### src/rtl/osc_wake_pkg.sv
package osc_wake_pkg;

  typedef enum logic [1:0] {
    ST_COUNT = 2'd0,
    ST_RUN   = 2'd1,
    ST_DOWN  = 2'd2
  } wakeState_e;

  // strobes from control to the counter datapath
  typedef struct packed {
    logic clr;
    logic inc;
  } cntStrobe_t;

  localparam logic [2:0] SEL_RC  = 3'b011;
  localparam logic [2:0] SEL_EXT = 3'b111;

  // every code that is not a known non-crystal source takes the long wait
  function automatic logic isLongSrc(input logic [2:0] sel);
    return !((sel == SEL_RC) || (sel == SEL_EXT));
  endfunction

endpackage

### src/rtl/osc_wake_count.sv
module osc_wake_count
  import osc_wake_pkg::*;
#(
  parameter int CNT_W   = 10,
  parameter int SHORT_W = 8
) (
  input  logic       clk,
  input  logic       rstN,
  input  cntStrobe_t strb,
  input  logic [2:0] srcSel,
  output logic       term
);

  localparam logic [CNT_W-1:0] LONG_LAST  = {CNT_W{1'b1}};
  localparam logic [CNT_W-1:0] SHORT_LAST = CNT_W'((1 << SHORT_W) - 1);

  logic [CNT_W-1:0] cnt;
  logic             longWait;
  logic [CNT_W-1:0] lastIdx;
  logic             capSel;

  // capture source on the first counting clock, or keep tracking while held clear
  assign capSel  = strb.clr || (strb.inc && (cnt == '0));
  assign lastIdx = longWait ? LONG_LAST : SHORT_LAST;
  assign term    = (cnt == lastIdx);

  always_ff @(posedge clk or negedge rstN) begin
    if (!rstN) begin
      cnt      <= '0;
      longWait <= 1'b1;
    end else begin
      if (strb.clr) begin
        cnt <= '0;
      end else if (strb.inc) begin
        cnt <= cnt + 1'b1;
      end
      if (capSel) begin
        longWait <= isLongSrc(srcSel);
      end
    end
  end

  // counter held cleared while the oscillator is off
  p_cnt_clear_r5: assert property (@(posedge clk) disable iff (!rstN)
    strb.clr |=> (cnt == '0));

  // a short-wait count never passes its last index
  p_short_bound_r3: assert property (@(posedge clk) disable iff (!rstN)
    !longWait |-> (cnt <= SHORT_LAST));

  // the control never asks for an increment at the terminal count
  p_no_overflow_r2: assert property (@(posedge clk) disable iff (!rstN)
    strb.inc |-> !term);

  // the captured source does not move once counting is under way
  p_sel_hold_r7: assert property (@(posedge clk) disable iff (!rstN)
    (strb.inc && (cnt != '0)) |=> $stable(longWait));

endmodule

### src/rtl/osc_wake_ctrl.sv
module osc_wake_ctrl
  import osc_wake_pkg::*;
(
  input  logic       clk,
  input  logic       rstN,
  input  logic       pdReq,
  input  logic       wakeReq,
  input  logic       term,
  output cntStrobe_t strb,
  output logic       oscEn,
  output logic       cpuClkEn,
  output logic       pdFlag
);

  wakeState_e state, stateNext;

  always_comb begin
    stateNext = state;
    unique case (state)
      ST_COUNT: if (term)    stateNext = ST_RUN;
      ST_RUN:   if (pdReq)   stateNext = ST_DOWN;
      ST_DOWN:  if (wakeReq) stateNext = ST_COUNT;
      default:               stateNext = ST_COUNT;
    endcase
  end

  always_ff @(posedge clk or negedge rstN) begin
    if (!rstN) begin
      state <= ST_COUNT;
    end else begin
      state <= stateNext;
    end
  end

  assign strb.clr = (state == ST_DOWN);
  assign strb.inc = (state == ST_COUNT) && !term;
  assign oscEn    = (state != ST_DOWN);
  assign cpuClkEn = (state == ST_RUN);
  assign pdFlag   = (state == ST_DOWN);

  // no CPU clock without a running oscillator
  p_clk_needs_osc_r9: assert property (@(posedge clk) disable iff (!rstN)
    cpuClkEn |-> oscEn);

  // power-down entry stops the oscillator and sets the flag
  p_pd_entry_r4: assert property (@(posedge clk) disable iff (!rstN)
    (cpuClkEn && pdReq) |=> (!oscEn && !cpuClkEn && pdFlag));

  // wake restarts the oscillator with the CPU clock still held
  p_wake_exit_r5: assert property (@(posedge clk) disable iff (!rstN)
    (pdFlag && wakeReq) |=> (oscEn && !pdFlag && !cpuClkEn));

  // the run state persists without a power-down request
  p_run_hold_r8: assert property (@(posedge clk) disable iff (!rstN)
    (cpuClkEn && !pdReq) |=> cpuClkEn);

  // strobes during a count neither stop the oscillator nor end the count early
  p_count_ignore_r6: assert property (@(posedge clk) disable iff (!rstN)
    (oscEn && !cpuClkEn && !term) |=> (oscEn && !cpuClkEn));

endmodule

### src/rtl/osc_wake_timer.sv
module osc_wake_timer
  import osc_wake_pkg::*;
#(
  parameter int CNT_W   = 10,
  parameter int SHORT_W = 8
) (
  input  logic       clk,
  input  logic       rstN,
  input  logic [2:0] srcSel,
  input  logic       pdReq,
  input  logic       wakeReq,
  output logic       oscEn,
  output logic       cpuClkEn,
  output logic       pdFlag
);

  cntStrobe_t strb;
  logic       term;

  osc_wake_ctrl i_ctrl (
    .clk      (clk),
    .rstN     (rstN),
    .pdReq    (pdReq),
    .wakeReq  (wakeReq),
    .term     (term),
    .strb     (strb),
    .oscEn    (oscEn),
    .cpuClkEn (cpuClkEn),
    .pdFlag   (pdFlag)
  );

  osc_wake_count #(
    .CNT_W   (CNT_W),
    .SHORT_W (SHORT_W)
  ) i_count (
    .clk    (clk),
    .rstN   (rstN),
    .strb   (strb),
    .srcSel (srcSel),
    .term   (term)
  );

endmodule

### config.mk
export PLATFORM = sky130hd
export DESIGN_NAME = osc_wake_timer
export DESIGN_NICKNAME = d
export VERILOG_FILES = /design/src/rtl/osc_wake_pkg.sv /design/src/rtl/osc_wake_count.sv /design/src/rtl/osc_wake_ctrl.sv /design/src/rtl/osc_wake_timer.sv
export SDC_FILE = /design/constraint.sdc
export NUM_CORES = 1
export LEC_CHECK = 0
export BUFFER_PORTS_ARGS = -buffer_cell sky130_fd_sc_hd__buf_2
export CAP_MARGIN = 20
export CORE_MARGIN = 5
export CORE_UTILIZATION = 45
export CTS_CLUSTER_SIZE = 28
export DETAILED_ROUTE_END_ITERATION = 10
export PLACE_DENSITY_LB_ADDON = 0.2
export SLEW_MARGIN = 30
export SYNTH_ARGS = -nofsm -noshare
export SYNTH_HDL_FRONTEND = slang
export SYNTH_SLANG_ARGS = --single-unit
### constraint.sdc
create_clock -name clk -period 1.5 [get_ports clk]
set_input_delay 0.225 -clock clk [delete_from_list [all_inputs] [get_ports clk]]
set_output_delay 0.225 -clock clk [all_outputs]
set_load 0.1 [all_outputs]
==> impl_results.md, run 1 <==
* Status: finished, final reports clean
* Synthesized flop and latch total at 13
* Top post-synthesis cells by count: dfrtp_1 (12), nand2_1 (8), o21ai_0 (6)
* Initial antenna violation count at 0
* Drc violations at 0
* Share of synthesized registers carrying an async set or reset at 100%
* GP Congestion at 0.759
* Final core occ at about two thirds
* Mux cell area share after synthesis at under 10%
* Starting Density at 46.1%
* Mean Syn Cell Area at just under 10 µm²
* GRT Overall Usage at 16.0%
* Part of the power in the clock network at 16.3%
* Critical path class: reg -> out
* Post-synth EDFFs at 0
* Required @ worst endpoint at 1270 ps
* Synthesis Warnings at 0
* Mapped Area at 778 µm²
* Comb pwr share at 43.0%
* Antenna diodes at 0
* Reg power frac at 40.8%
* Clk buf depth at 2
* Pins Over Slew Limit at 0
* Final ANT Viol Nets at 0
* Die Wd at about 52 µm
* Sequential fraction of the synthesis area at between 40% and 50%
* CTS tree: done
* Global-route wire length before repair at around 3.1 mm
* Main synth FF type: dfrtp_1
* Max Cap Violations at 0
* Switching Share at between 30% and 40%
* RSZ-0062 raised after global routing: true
* Layout cells sized above 1 at 45.5%
* Clk slew on worst S/H paths at 80 ps
* Worst-path maximum fanout at 6
* Clock latency on the worst-skew pair at 280 ps
* Fmax at 0.688 GHz
* Yosys cell types at 36
* Area grow syn2layout at 44.7%
* Synth Area in Compound Gates at ~20%
* Min-delay src: wakeReq
* Die height at 51.6 µm
* Simple logic cell fraction of the synthesized area at 25.2%
* Syn nets at 89
* VDD IR max at 0.902 mV
* Lkg Pwr at 0.000496 µW
* Worst rel slew slack at 79.3%
* Fin crit share at 96.9%
* Clock Tree Root: clkbuf_4
* Post-synthesis xor/xnor area fraction at 0%
* Crit. Startpoint: i_ctrl.state[0]
* Vias in the first global route at a little over 700
* Shortest period the worst path allows at 1450 ps
* H-tree levels at 1
* Iteration-0 DRC Markers at 20
* Cells after synthesis at 80
* Critical path startpoint category: flop
* HPWL after detailed placement at 1.30 mm
* Ports at 10
* Die Area at 2660 µm²
* DR vias/cell at 5.86
* CP Capture Type: primary output
* Num CTS Buffers at 3
* Largest net degree at the start of global routing at 14
* Final hold slack at 93.8 ps
* Drt wl/cell at between 15 and 20 µm
* Post-synthesis adder-cell area fraction at 3.22%
* PwrDens at 1210 nW/µm²
* Worst r2r src: i_count.longWait
* Core Area at 1690 µm²
* Arr. time, crit path at 1230 ps
* Count leader, synth: dfrtp_1
* Post-synth top area cell: dfrtp_1
* Pre-Repair DR Iteration Count at 4
* Worst-margin pin slew at just over 300 ps
* Port bufs at 8
* Top cells by area, synth: dfrtp_1 (39%), mux2i_1 (3.9%), o21ai_0 (3.9%), nand2_1 (3.9%), dfstp_2 (3.4%)
* Int Pwr at around 880 µW
* Yosys top cell area share at 38.6%
* Type of the most critical hold path: in -> reg
* Worst Skew at between 6 and 7 ps
* Clk sinks at 13
* Main combinational cell family by area after synthesis: simple AND/OR/NAND/NOR gates
* Switch Pwr at around 490 µW
* Total congestion overflow at 0
* Number of cell rows at 15
* Final Hold Fails at 0
* Final setup viols at 0
* DR vias at 744
* Layout Nets at 120
* WL final at 1.94 mm
## flip-flops by register name, indices dropped and copies added (netlist names)
register          count
i_count.longWait      1
i_ctrl.state          2
i_count.cnt          10
## final cells by class
cell class,count,area (µm²)
Fill cell,132,563
Multi-Input combinational cell,59,473
Sequential cell,13,330
Timing Repair Buffer,29,253
Clock buffer,4,26.3
Inverter,5,22.5
Tap cell,17,21.3
## path summary, 6_finish.rpt
path / slack [ps] / end / cells after the start
max: 50 / oscEn / 3
min: 90 / i_ctrl.state[1] / 2
max reg2reg: 60 / i_count.cnt[4] / 4
min reg2reg: 560 / i_count.cnt[6] / 1
max in group asynchronous: 840 / i_count.longWait / 2
min in group asynchronous: 370 / i_ctrl.state[1] / 2
## what timing repair did
item	in CTS	in global routing
gates resized for setup	5	12
hold endpoints to repair	12	0
pin swaps	0	6
endpoints found under the setup margin	12	9
setup buffers	2	3
hold buffers	1	0
gates cloned	0	1
## kinds of logic (layout without fill, tap and decap cells)
kind of cell,count (synthesis),in the layout
simple gates,33,33
compound gates,19,20
flops,13,13
buf+inv,9,38
mux,4,4
fa+ha+maj,2,2
## placed cells by master (no fill, tap or decap), drive strengths merged, types with 2 or more instances in the layout
cell type	count
clkbuf	4
buf	28
nor2	5
inv	4
dfrtp	12
nor2b	2
nand2	8
o2111ai	2
o21ai	6
a31oi	3
nand3	5
and3	3
mux2i	3
ha	2
and4	2
## worst max-delay path, cell delays in order (launching register included)
cell,delay [ps]
dfrtp_2,450
nand2b_4,190
buf_6,150
buf_12,160
## per-stage QoR
| stage | total power (µW) | worst slack [ps] | instance area, µm² | setup TNS (ps) | std cells |
|---|---|---|---|---|---|
| after global routing | 1480 | -27.6 | 1130 | -49.0 | 127 |
| after CTS | 1300 | 0.232 | 1050 | 0 | 123 |
| after floorplan | 840 | -184 | 793 | -184 | 80 |
| final | 1370 | 46.6 | 1130 | 0 | 127 |
| after global placement | 1020 | -83.8 | 991 | -147 | 116 |
| after detailed placement | 1040 | -139 | 991 | -518 | 116 |
## routing by layer
layer | GRT usage (%) | vias up | share of wire (%)
li1 | - | 359 | -
met1 | 18.4 | 369 | 43
met2 | 27.1 | 12 | 51
met3 | 5.16 | 4 | 3.8
met4 | 6.55 | 0 | 2.0
met5 | 0 | - | 0
## power groups by stage
stage,clock [µW],combinational [µW],sequential [µW]
2_1_floorplan,0,272,568
3_3_place_gp,0,473,551
3_5_place_dp,0,485,555
4_1_cts,226,529,545
5_1_grt,258,648,576
6_report,223,588,558
(Power assumes the default switching activity.)
==> inputs of run 2 (changes only) <==
Settings changed: CORE_MARGIN 5 to 1.5.
==> impl_results.md, run 2 (same netlist as run 1, synthesis figures left out) <==
* Ports at 10 (unchanged)
* Fin area at 1170 µm² (was 1130 µm²)
* Core Area at 1560 µm² (was 1690 µm²)
* Switch Pwr at 492 µW (was 487 µW)
* Port bufs at 8 (unchanged)
* Largest net degree at the start of global routing at 14 (unchanged)
* Global-route wire length before repair at 3.28 mm (was 3.15 mm)
* Commonest non-fill, non-tap cell in the layout: buf_4 (unchanged)
* Shortest period the worst path allows at 1540 ps (was 1450 ps)
* Biggest regs: i_count.cnt: 10 flops, i_ctrl.state: 2 flops, i_count.longWait: 1 flops (unchanged)
* Most frequent cells in the layout: buf_4 (25), dfrtp_1 (10), nand2_1 (8) (was buf_4 (18), dfrtp_1 (9), nand2_1 (8))
* Vias in the first global route at 753 (was 714)
* Die Area at 1990 µm² (was 2660 µm²)
* Cell family contributing the most delay on the critical path: flip-flops (unchanged)
* Drt wl/cell at 15.7 µm (was 15.3 µm)
* Clk buf depth at 2 (unchanged)
* RSZ-0062 raised after global routing: true (unchanged)
* Antenna diodes at 0 (unchanged)
* Status: complete, but fails checks (was finished, final reports clean)
* Dpl ws at -110 ps (was -139 ps)
* Pre-Repair DR Iteration Count at 7 (was 4)
* Initial antenna violation count at 0 (unchanged)
* Worst-path maximum fanout at 6 (unchanged)
* Final ANT Viol Nets at 0 (unchanged)
* Setup ws final at -42.5 ps (was 46.6 ps)
* Total congestion overflow at 0 (unchanged)
* Max reg flops at 10 (unchanged)
* Layout Nets at 126 (was 120)
* Clock latency on the worst-skew pair at 280 ps (about the same)
* GRT Overall Usage at 23.7% (was 16.0%)
* Total chip power at 1400 µW (was 1370 µW)
* Die height at 44.6 µm (was 51.6 µm)
* Final Hold Fails at 0 (unchanged)
* CTS tree: done (unchanged)
* Critical path class: reg -> reg (was reg -> out)
* Critical-path top delay cell: dfstp_2 (was dfrtp_2)
* Switching Share at 35.0% (was 35.6%)
* Fmax at 0.648 GHz (was 0.688 GHz)
* Fillers at 115 (was 132)
* Layout cells sized above 1 at 48.3% (was 45.5%)
* Iteration-0 DRC Markers at 18 (was 20)
* Starting Density at 49.9% (was 46.1%)
* Worst Skew at 3.65 ps (was 6.54 ps)
* PwrDens at 1200 nW/µm² (was 1210 nW/µm²)
* Type of the most critical hold path: in -> reg (unchanged)
* Required @ worst endpoint at 1720 ps (was 1270 ps)
* VDD IR max at 0.815 mV (was 0.902 mV)
* Critical path startpoint category: flop (unchanged)
* Part of the power in the clock network at 15.8% (was 16.3%)
* Failing checks: DRC, setup timing
* Clk sinks at 13 (unchanged)
* Worst Path Buf+Inv at 1 (was 2)
* WL final at 2.07 mm (was 1.94 mm)
* Area of the multi-input gates at 468 µm² (was 473 µm²)
* Arr. time, crit path at 1760 ps (was 1230 ps)
* Register area at 329 µm² (was 330 µm²)
* GP Congestion at 0.806 (was 0.759)
* Clk slew on worst S/H paths at 80 ps (about the same)
* Num CTS Buffers at 3 (unchanged)
* Drc violations at 1 (was 0)
* Max Cap Violations at 0 (unchanged)
* Int Pwr at 913 µW (was 881 µW)
* Comb pwr share at 45.2% (was 43.0%)
* Die Wd at 44.6 µm (was 51.6 µm)
* Lkg Pwr at 0.000538 µW (was 0.000496 µW)
* Final setup viols at 1 (was 0)
* DR vias at 762 (was 744)
* Worst rel slew slack at 79.7% (was 79.3%)
* CP Capture Type: flop (was primary output)
* Cell Area, Placed at 997 µm² (was 991 µm²)
* DR vias/cell at 5.77 (was 5.86)
* HPWL after detailed placement at 1.33 mm (was 1.30 mm)
* Area grow syn2layout at 50.5% (was 44.7%)
* Fin crit share at 103% (was 96.9%)
* Pins Over Slew Limit at 0 (unchanged)
* Worst-margin pin slew at 305 ps (was 311 ps)
* Clock Tree Root: clkbuf_4 (unchanged)
* Reg power frac at 39.0% (was 40.8%)
* H-tree levels at 1 (unchanged)
* Crit path cell chain: and3_4, o2111ai_4, buf_6, mux2_4, nor2_1 (was nand2b_4, buf_6, buf_12)
* CP max stage delay at 570 ps (was 450 ps)
* Largest Register: i_count.cnt (unchanged)
* Number of cell rows at 14 (was 15)
[run 2: cell types whose count changed in the layout (fill, tap and decap cells not counted), sizes merged]
cell | before | now
o2111ai | 2 | 1
buf | 28 | 35
[run 2: layout make-up]
cell class	count	area share (%)
inverter	5	1.92
sequential	13	28.1
multi-input combinational	58	40.0
tap	16	1.71
timing repair buffer	36	26.1
clock buffer	4	2.24
[run 2: through the flow]
stage / hold WS, ps / std cells / setup TNS [ps] / util, %
after global routing: 89.9 / 132 / -205 / 75.1
after floorplan: -70.6 / 80 / -184 / -
after CTS: 94.3 / 130 / -46.5 / 71.5
after global placement: 128 / 116 / -98.7 / 64.0
after detailed placement: 134 / 116 / -494 / 64.0
final: 93.3 / 132 / -42.5 / 75.1
[run 2: power by group through the flow]
stage	Sequential, µW	Clock, µW	Combinational, µW
floorplan	568	0	272
global placement	545	0	489
detailed placement	550	0	512
CTS	537	230	572
global route	555	241	699
finish	548	222	634
[run 2: final timing paths]
path                                        from               end  slack (ps)  depth (start not counted)
worst max register to register  i_count.longWait   i_ctrl.state[0]         -40                          5
max in group asynchronous                   rstN  i_count.longWait         850                          2
worst min-delay path                     wakeReq   i_ctrl.state[1]          90                          2
min in group asynchronous                   rstN    i_count.cnt[2]         360                          2
worst max-delay path            i_count.longWait   i_ctrl.state[0]         -40                          5
worst min register to register    i_count.cnt[2]    i_count.cnt[2]         590                          2
[run 2: routing by layer]
metal  track usage, %  up-vias  wire length, µm
met5                0        -                0
met4             9.70        0               23
met2             42.0       19             1130
met3             6.53        5               82
met1             26.3      369              842
li1                 -      369                -
[run 2: what timing repair did]
item,CTS,global route
setup endpoints to repair,11,12
buffers inserted,9,2
pin swaps,1,4
hold endpoints to repair,12,0
hold buffers,1,0
cloned,0,0
gates resized for setup,9,8
[run 2: worst register-to-register path, stage by stage, from the launching register on]
cell and delay (ps):
dfstp_2 570, and3_4 200, o2111ai_4 170, buf_6 190, mux2_4 260, nor2_1 90
==> inputs of run 3 (changes only) <==
Settings changed: CTS_CLUSTER_DIAMETER from default to 200.
Clock period 1.5 ns to 1.4 ns, I/O delays scaled along.
==> impl_results.md, run 3 (same netlist as run 1, synthesis figures left out) <==
* CP Capture Type: flop (unchanged)
* Pre-Repair DR Iteration Count at 4 (was 7)
* Iteration-0 DRC Markers at 28 (was 18)
* Most frequent cells in the layout: buf_4 (22), dfrtp_1 (12), nand2_1 (8) (was buf_4 (25), dfrtp_1 (10), nand2_1 (8))
* Failing checks: setup timing (was DRC, setup timing)
* Drt wl/cell at 15.3 µm (was 15.7 µm)
* PwrDens at 1260 nW/µm² (was 1200 nW/µm²)
* Setup ws final at -45.8 ps (was -42.5 ps)
* Layout Nets at 124 (was 126)
* Pins Over Slew Limit at 0 (unchanged)
* VDD IR max at 1.35 mV (was 0.815 mV)
* Cell total after placement at 117 (was 116)
* Max reg flops at 10 (unchanged)
* Largest net degree at the start of global routing at 14 (unchanged)
* Critical path startpoint category: flop (unchanged)
* Clock latency on the worst-skew pair at 270 ps (was 280 ps)
* Switching Share at 35.2% (was 35.0%)
* Arr. time, crit path at 1660 ps (was 1760 ps)
* Worst Skew at 7.14 ps (was 3.65 ps)
* Switch Pwr at 516 µW (was 492 µW)
* Die Wd at 44.6 µm (unchanged)
* Ports at 10 (unchanged)
* WL final at 1.99 mm (was 2.07 mm)
* Critical path class: reg -> reg (unchanged)
* Fmax at 0.692 GHz (was 0.648 GHz)
* Port bufs at 8 (unchanged)
* Final setup viols at 7 (was 1)
* Clk sinks at 13 (unchanged)
* Comb pwr share at 43.2% (was 45.2%)
* Setup_tns at -170 ps (was -42.5 ps)
* Area grow syn2layout at 49.2% (was 50.5%)
* Total congestion overflow at 0 (unchanged)
* Lkg Pwr at 0.000530 µW (was 0.000538 µW)
* Status: complete, but fails checks (unchanged)
* HPWL after detailed placement at 1.30 mm (was 1.33 mm)
* Number of cell rows at 14 (unchanged)
* GRT Overall Usage at 19.4% (was 23.7%)
* Final hold slack at 83.3 ps (was 93.3 ps)
* Int Pwr at 949 µW (was 913 µW)
* GP Congestion at 0.852 (was 0.806)
* Part of the power in the clock network at 16.1% (was 15.8%)
* Num CTS Buffers at 3 (unchanged)
* Total chip power at 1460 µW (was 1400 µW)
* Largest Register: i_count.cnt (unchanged)
* Final Hold Fails at 0 (unchanged)
* Reg power frac at 40.7% (was 39.0%)
* Final ANT Viol Nets at 0 (unchanged)
* Type of the most critical hold path: in -> reg (unchanged)
* Biggest regs: i_count.cnt: 10 flops, i_ctrl.state: 2 flops, i_count.longWait: 1 flops (unchanged)
* Vias in the first global route at 656 (was 753)
* Worst-margin pin slew at 299 ps (was 305 ps)
* Antenna diodes at 0 (unchanged)
* Drc violations at 0 (was 1)
* RSZ-0062 raised after global routing: true (unchanged)
* CTS tree: done (unchanged)
* Max Cap Violations at 0 (unchanged)
* Fin crit share at 103% (about the same)
* DR vias/cell at 5.74 (was 5.77)
* Dpl ws at -129 ps (was -110 ps)
* Clock Tree Root: clkbuf_4 (unchanged)
* DR vias at 746 (was 762)
* Die height at 44.6 µm (unchanged)
* Initial antenna violation count at 0 (unchanged)
* Clk buf depth at 2 (unchanged)
* Clk slew on worst S/H paths at 90 ps (was 80 ps)
* Starting Density at 49.9% (unchanged)
* Shortest period the worst path allows at 1450 ps (was 1540 ps)
* Worst rel slew slack at 80.1% (was 79.7%)
* Global-route wire length before repair at 2.82 mm (was 3.28 mm)
* Fillers at 114 (was 115)
* Worst-path maximum fanout at 8 (was 6)
* Final Non-Filler Cells at 130 (was 132)
* Core Area at 1560 µm² (unchanged)
* H-tree levels at 1 (unchanged)
* Commonest non-fill, non-tap cell in the layout: buf_4 (unchanged)
* Die Area at 1990 µm² (unchanged)
* Required @ worst endpoint at 1610 ps (was 1720 ps)
* Layout cells sized above 1 at 46.5% (was 48.3%)
-- run 3: cell types whose count changed in the layout (fill, tap and decap cells not counted), moves of 2 or more --
cell,previous run,this run
and3_4,1,3
dfrtp_2,2,0
dfrtp_1,10,12
and3_1,2,0
nand3_2,2,0
buf_4,25,22
-- run 3: path summary, 6_finish.rpt --
path	startpoint	to	slack, ps	depth (start not counted)
max in group asynchronous	rstN	i_count.longWait	780	2
worst max register to register	i_count.longWait	i_ctrl.state[0]	-50	4
worst min register to register	i_count.cnt[6]	i_count.cnt[6]	520	1
worst min-delay path	wakeReq	i_ctrl.state[1]	80	2
worst max-delay path	i_count.longWait	i_ctrl.state[0]	-50	4
min in group asynchronous	rstN	i_count.cnt[9]	340	2
-- run 3: area by class of cell --
cell class / instances / area (µm²) / share of cell area, %
clock buffers: 4 / 26.3 / 2.26
well taps: 16 / 20.0 / 1.72
flip-flops and latches: 13 / 327 / 28.1
repair buffers: 34 / 294 / 25.3
inverters: 5 / 22.5 / 1.94
multi-input cells: 58 / 472 / 40.6
-- run 3: repair_timing --
| action | CTS | global route |
|---|---|---|
| buffers inserted | 5 | 3 |
| endpoints found under the hold margin | 12 | 0 |
| pin swaps | 3 | 6 |
| hold buffers | 1 | 0 |
| setup endpoints to repair | 13 | 11 |
| gates resized for setup | 4 | 10 |
-- run 3: critical path, stage by stage (launching register included) --
cell	delay (ps)
dfstp_2	570
and3_4	210
o2111ai_4	190
mux2_1	330
nor2_1	80
-- run 3: power by group through the flow --
stage	logic [µW]	clock network [µW]	registers (µW)
6_report	633	236	596
2_1_floorplan	296	0	610
3_5_place_dp	538	0	598
4_1_cts	552	235	592
3_3_place_gp	515	0	594
5_1_grt	680	259	611
-- run 3: metal layers --
metal  vias to the layer above  part of all wire (%)  track usage (%)  routed length, µm
met5                         -                     0                0                  0
met4                         0                   1.4             5.45                 27
met3                         4                   5.3             3.67                106
met2                        23                    49             31.9                979
met1                       356                    44             26.0                878
li1                        363                     -                -                  -
-- run 3: per-stage QoR --
| stage | utilization (%) | area, µm² |
|---|---|---|
| floorplan | - | 827 |
| global placement | 65.1 | 1010 |
| detailed placement | 65.1 | 1010 |
| CTS | 70.2 | 1090 |
| global route | 74.5 | 1160 |
| finish | 74.5 | 1160 |
